### src/rtl/alarm_pkg.sv
package alarm_pkg;
  localparam int DATA_W   = 8;
  localparam int FIELDS   = 4;
  localparam int N_ALARM  = 2;
  localparam int ADDR_W   = 4;
  localparam int CTRL_W   = 3;

  typedef struct packed {
    logic       route;  // 1: split lines, 0: merged onto line 0
    logic [1:0] en;
  } ctrl_t;
endpackage

### src/rtl/alarm_field_cmp.sv
module alarm_field_cmp #(
  parameter int DW = 8
) (
  input  logic [DW-1:0] alarm_i,
  input  logic [DW-2:0] time_i,
  output logic          hit_o
);
  // msb is the don't-care mask
  assign hit_o = alarm_i[DW-1] | (alarm_i[DW-2:0] == time_i);
endmodule

### src/rtl/alarm_bank.sv
module alarm_bank #(
  parameter int DW     = 8,
  parameter int FIELDS = 4,
  localparam int IDX_W = $clog2(FIELDS)
) (
  input  logic                         clk_i,
  input  logic                         rst_ni,
  input  logic                         tick_i,
  input  logic [FIELDS-1:0][DW-2:0]    time_i,
  input  logic                         wr_i,
  input  logic                         acc_i,
  input  logic [IDX_W-1:0]             idx_i,
  input  logic [DW-1:0]                wdata_i,
  output logic [DW-1:0]                rdata_o,
  output logic                         flag_o
);
  logic [FIELDS-1:0][DW-1:0] alm_q;
  logic [FIELDS-1:0]         hit;
  logic                      match;
  logic                      flag_q;

  always_ff @(posedge clk_i or negedge rst_ni) begin
    if (!rst_ni) begin
      alm_q <= '0;
    end else if (wr_i) begin
      alm_q[idx_i] <= wdata_i;
    end
  end

  for (genvar f = 0; f < FIELDS; f++) begin : g_cmp
    alarm_field_cmp #(.DW(DW)) u_cmp (
      .alarm_i (alm_q[f]),
      .time_i  (time_i[f]),
      .hit_o   (hit[f])
    );
  end

  assign match = &hit;

  // a fresh match beats a same-cycle clear
  always_ff @(posedge clk_i or negedge rst_ni) begin
    if (!rst_ni) begin
      flag_q <= 1'b0;
    end else if (tick_i && match) begin
      flag_q <= 1'b1;
    end else if (acc_i) begin
      flag_q <= 1'b0;
    end
  end

  assign flag_o  = flag_q;
  assign rdata_o = alm_q[idx_i];
endmodule

### src/rtl/irq_route.sv
module irq_route (
  input  logic [1:0] flag_i,
  input  logic [1:0] en_i,
  input  logic       route_i,
  output logic [1:0] active_o
);
  logic [1:0] req;

  assign req = flag_i & en_i;

  always_comb begin
    if (route_i) begin
      active_o = req;
    end else begin
      active_o = {1'b0, |req};
    end
  end
endmodule

### src/rtl/alarm_irq_unit.sv
module alarm_irq_unit
  import alarm_pkg::*;
#(
  parameter int DW     = DATA_W,
  parameter int NF     = FIELDS,
  parameter int AW     = ADDR_W
) (
  input  logic          clk_i,
  input  logic          rst_ni,
  input  logic          tick_i,
  input  logic [DW-2:0] sec_i,
  input  logic [DW-2:0] min_i,
  input  logic [DW-2:0] hour_i,
  input  logic [DW-2:0] day_i,
  input  logic          wr_en_i,
  input  logic          rd_en_i,
  input  logic [AW-1:0] addr_i,
  input  logic [DW-1:0] wdata_i,
  output logic [DW-1:0] rdata_o,
  output logic [1:0]    flag_o,
  output logic [1:0]    irq_n_o,
  output logic [1:0]    irq_oe_o
);
  localparam int IDX_W = $clog2(NF);
  localparam int BNK_W = AW - IDX_W;
  localparam logic [AW-1:0] CTRL_ADDR = AW'(N_ALARM * NF);

  logic [NF-1:0][DW-2:0]      time_w;
  logic [N_ALARM-1:0]         sel;
  logic [N_ALARM-1:0][DW-1:0] bank_rd;
  logic [1:0]                 active;
  logic                       ctrl_sel;
  logic                       route_w;
  ctrl_t                      ctrl_q;

  assign time_w[0] = sec_i;
  assign time_w[1] = min_i;
  assign time_w[2] = hour_i;
  assign time_w[3] = day_i;

  assign ctrl_sel = (addr_i == CTRL_ADDR);

  for (genvar k = 0; k < N_ALARM; k++) begin : g_bank
    assign sel[k] = (addr_i[AW-1:IDX_W] == BNK_W'(k));
    alarm_bank #(.DW(DW), .FIELDS(NF)) u_bank (
      .clk_i   (clk_i),
      .rst_ni  (rst_ni),
      .tick_i  (tick_i),
      .time_i  (time_w),
      .wr_i    (wr_en_i & sel[k]),
      .acc_i   ((wr_en_i | rd_en_i) & sel[k]),
      .idx_i   (addr_i[IDX_W-1:0]),
      .wdata_i (wdata_i),
      .rdata_o (bank_rd[k]),
      .flag_o  (flag_o[k])
    );
  end

  always_ff @(posedge clk_i or negedge rst_ni) begin
    if (!rst_ni) begin
      ctrl_q <= '0;
    end else if (wr_en_i && ctrl_sel) begin
      ctrl_q <= wdata_i[CTRL_W-1:0];
    end
  end

  always_comb begin
    rdata_o = '0;
    for (int k = 0; k < N_ALARM; k++) begin
      if (sel[k]) rdata_o = bank_rd[k];
    end
    if (ctrl_sel) rdata_o = DW'(ctrl_q);
  end

  irq_route u_route (
    .flag_i   (flag_o),
    .en_i     (ctrl_q.en),
    .route_i  (ctrl_q.route),
    .active_o (active)
  );

  assign route_w  = ctrl_q.route;
  assign irq_n_o  = ~active;
  assign irq_oe_o = active;
endmodule

### config.mk
export PLATFORM = sky130hd
export DESIGN_NAME = alarm_irq_unit
export DESIGN_NICKNAME = d
export VERILOG_FILES = /design/src/rtl/alarm_pkg.sv /design/src/rtl/alarm_field_cmp.sv /design/src/rtl/alarm_bank.sv /design/src/rtl/irq_route.sv /design/src/rtl/alarm_irq_unit.sv
export SDC_FILE = /design/constraint.sdc
export NUM_CORES = 1
export LEC_CHECK = 0
export BUFFER_PORTS_ARGS = -buffer_cell sky130_fd_sc_hd__buf_4
export CORE_AREA = 2 2 97 99
export CTS_BUF_LIST = sky130_fd_sc_hd__clkbuf_16
export CTS_CLUSTER_SIZE = 40
export DETAILED_ROUTE_END_ITERATION = 8
export DIE_AREA = 0 0 99 101
export PLACE_DENSITY = 0.66
export SKIP_LAST_GASP = 1
export SLEW_MARGIN = 5
export SYNTH_ARGS = -nofsm -noshare
export SYNTH_HDL_FRONTEND = slang
export SYNTH_HIERARCHICAL = 1
export SYNTH_SLANG_ARGS = --single-unit
### constraint.sdc
create_clock -name clk_i -period 1.1 [get_ports clk_i]
set_input_delay 0 -clock clk_i [delete_from_list [all_inputs] [get_ports clk_i]]
set_output_delay 0 -clock clk_i [all_outputs]
set_load 0.01 [all_outputs]
==> impl_metrics.ini <==
[cells_and_area]
layout.core_utilization = 0.629
design.final.nets = 485
stdcell_count = 555
post_route_cells_drive_above_1_share = 0.599
finish.instance_area_sq_um = 5650
synth_to_final_area_change_pct = 44.8
diodes = 0

[worst_setup_path]
reg2regPathDepth = 8
cp.required_ns = 1.34
critPathLaunch = g_bank[0].u_bank/alm_q[10]
worst-path-buf-inv = 3
most_common_cell_on_crit_path = buf_4
endpoint = g_bank[0].u_bank/flag_o
arrival_ns = 1.89
worstSetupPathDepth = 8
worst_r2r_startpoint = g_bank[0].u_bank/alm_q[10]
cp_cell_sequence = buf_4, buf_4, xor2_1, nor4_1, buf_4, a41o_1, nand3_1, o22ai_1
setup.worst_path.class = reg2reg
crit_path_start_kind = flip-flop
timing.critical_path.slowest_cell_delay_ns = 0.38
timing.critical_path.to_type = flip-flop
cp_slowest_cell = dfrtp_1
timing.reg2reg.setup_slack_ns = -0.55
worstReg2RegEnd = g_bank[0].u_bank/flag_o
worstPathMaxFanout = 2
timing.critical_path.max_delay_family = buffers and inverters

[route]
routed_wirelength_um = 11400
detailedRoute.firstPassIterationCount = 4
drt.antenna.violating_nets = 0
wl_met3_um = 746
route.layer.met1.wl_um = 4940
met2WireLength_um = 5450
dr_vias = 3034
vias_per_cell = 5.47
drt_drc = 0
routedWlPerCell_um = 20.5
drt_first_iter_violations = 134
topRoutingLayerUsed = met4

[synth]
synthDistinctLibCells = 30
mappedNetlistNets = 323
synth_flop_cell = dfrtp_1
syn-cell-area_sq_um = 3900
synth_top_area_frac = 0.443
synth-warning-count = 6
ys_top_cells_by_area = dfrtp_1 44%, mux2_2 18%, xor2_1 7.2%, mux4_2 5.8%, xnor2_1 5.4%
synth_largest_area_cell = dfrtp_1
async_reset_ff_frac = 1.00
yosysMostFrequentCell = dfrtp_1
syn_avg_cell_area_sq_um = 14.0
number_of_synthesized_register_bits = 69
syn-instance-count = 278
yosysSeqAreaShare = 0.443
yosys-top-cells-count = 69 x dfrtp_1, 64 x mux2_2, 32 x xor2_1, 24 x xnor2_1, 10 x mux4_2
synth_edf_count = 0

[clocking]
cts_tree = done
cts_htree_levels = 3
buffer_type_at_the_clock_tree_root = clkbuf_16
clockBufferDepth = 2
later_pin_clock_latency_in_the_skew_report_ns = 0.32
numClockSinks = 69
clk_pin_slew_worst_setup_hold_paths_ns = 0.05
num_cts_buffers = 9

[power]
worst_ir_drop_vdd_mv = 0.916
total_switching_power_mw = 2.78
p_comb_frac = 0.343
clkPwrFrac = 0.286
power-per-cell-area_nw_per_um2 = 1710
sw_frac_of_total = 0.288
sequential_power_share = 0.371
p_leak_nw = 2.63
internal_portion_of_total_power_mw = 6.86

[sta]
slew_viol_final = 0
setup_violations = 12
timing.final.crit_share = 1.50
worstMarginPinSlew_ns = 0.372
final_report_hold_violation_count = 0
maxClockFrequency_mhz = 607
max-slew-margin-rel = 0.752
fin_worst_skew_ns = 0.00394
final_critical_delay_including_setup_and_external_delays_ns = 1.65
rsz0062_at_grt = yes
finalHoldWorstSlack_ns = 0.121
final.setup.worst_slack_ns = -0.548

[floorplanning]
number_of_core_rows = 35
die_area_sq_um = 10000
floorplan.die.width_um = 99
core_region_area_sq_um = 8980
die_height_um = 101
boundaryPins = 59
initial_utilization = 0.434

[global_routing]
gr-total-overflow = 0
grt_start_max_net_pins = 26
global_route_wire_length_before_repair_um = 17900
global_routing_usage_summed_across_all_routing_layers = 0.244
number_of_global_route_vias_before_repair = 3109
grt_antenna_before_repair = 0

[min_path]
hold_depth = 4
worst_hold_path_type = in2reg
hp-start = rd_en_i

[place]
dpl-instance-area_sq_um = 5050
dpl.cell_count = 510
numPortBuffers = 58
routabilityCongestion = 0.911
detailed_place_hpwl_um = 8410

[run_status]
violations = negative setup slack
result_of_the_run = complete, but fails checks

[flow_run]
maxCapViolCount = 0
==> layer usage <==
metal | vias to the layer above | global-route usage
li1 | 1364 | -
met1 | 1551 | 0.334
met2 | 102 | 0.388
met3 | 17 | 0.0479
met4 | 0 | 0.0875
met5 | - | 0
==> layout make-up <==
| cell class | instances | area, sq um |
|---|---|---|
| Fill cell | 685 | 3330 |
| Clock inverter | 6 | 55.1 |
| Sequential cell | 69 | 1730 |
| Multi-Input combinational cell | 199 | 2180 |
| Clock buffer | 9 | 225 |
| Tap cell | 111 | 139 |
| Timing Repair Buffer | 157 | 1310 |
| Inverter | 4 | 15.0 |
==> cell usage in the layout (no fill, tap or decap), drive strengths merged, types with 6 or more instances in the layout <==
master / instances
a41o: 8
mux4: 16
nand2: 8
xnor2: 24
dfrtp: 69
dlygate4sd3: 10
mux2i: 8
xor2: 32
clkbuf: 9
nor2: 6
mux2: 67
nor4: 8
buf: 147
==> how the worst min path moves through the flow <==
stage                            endpoint  slack, ns
2_1_floorplan                   ctrl_q[0]      -0.30
3_3_place_gp   g_bank[0].u_bank/alm_q[21]      -0.06
3_5_place_dp   g_bank[0].u_bank/alm_q[21]      -0.06
4_1_cts           g_bank[0].u_bank/flag_o        0.1
5_1_grt           g_bank[0].u_bank/flag_o       0.12
6_report          g_bank[0].u_bank/flag_o       0.12
==> flip-flops by register name, summed over array words and instances (netlist names) <==
signal,flops
g_bank.u_bank/alm_q,64
route_w,1
g_bank.u_bank/flag_o,2
ctrl_q,2
==> kinds of logic (layout without fill, tap and decap cells) <==
group                  Yosys count  count (layout)  synth area share
AO/OA/AOI/OAI                   14              14            0.0298
AND/OR/NAND/NOR                 38              38            0.0709
flip-flops                      69              69             0.443
XOR/XNOR                        56              56             0.126
buffers and inverters           10             176            0.0157
multiplexers                    91              91             0.315
==> power by group through the flow <==
stage / sequential, mW / clock (mW) / combinational, mW
after floorplan: 3.55 / 0 / 1.53
after global placement: 3.61 / 0 / 2.80
after detailed placement: 3.64 / 0 / 2.85
after CTS: 3.56 / 2.82 / 3.20
after global routing: 3.65 / 2.95 / 3.52
final: 3.57 / 2.76 / 3.31
==> tightest hold or removal path, stage by stage <==
cell and delay, ns:
buf_4 0.08, nor2_1 0.06, nor3_1 0.15, o22ai_1 0.11
==> through the flow <==
stage | power, mW | setup WS, ns | TNS (ns)
floorplan | 5.07 | -0.170 | -2.62
global placement | 6.41 | -0.478 | -12.16
detailed placement | 6.48 | -0.482 | -13.30
CTS | 9.58 | -0.566 | -4.78
global route | 10.1 | -0.609 | -5.52
finish | 9.64 | -0.548 | -4.77
==> what timing repair did <==
item,in CTS,in global routing
hold buffers,10,0
pin swaps,8,9
setup endpoints to repair,14,14
endpoints found under the hold margin,133,0
gates resized for setup,17,8
setup buffers,16,4
(Power assumes the default switching activity.)
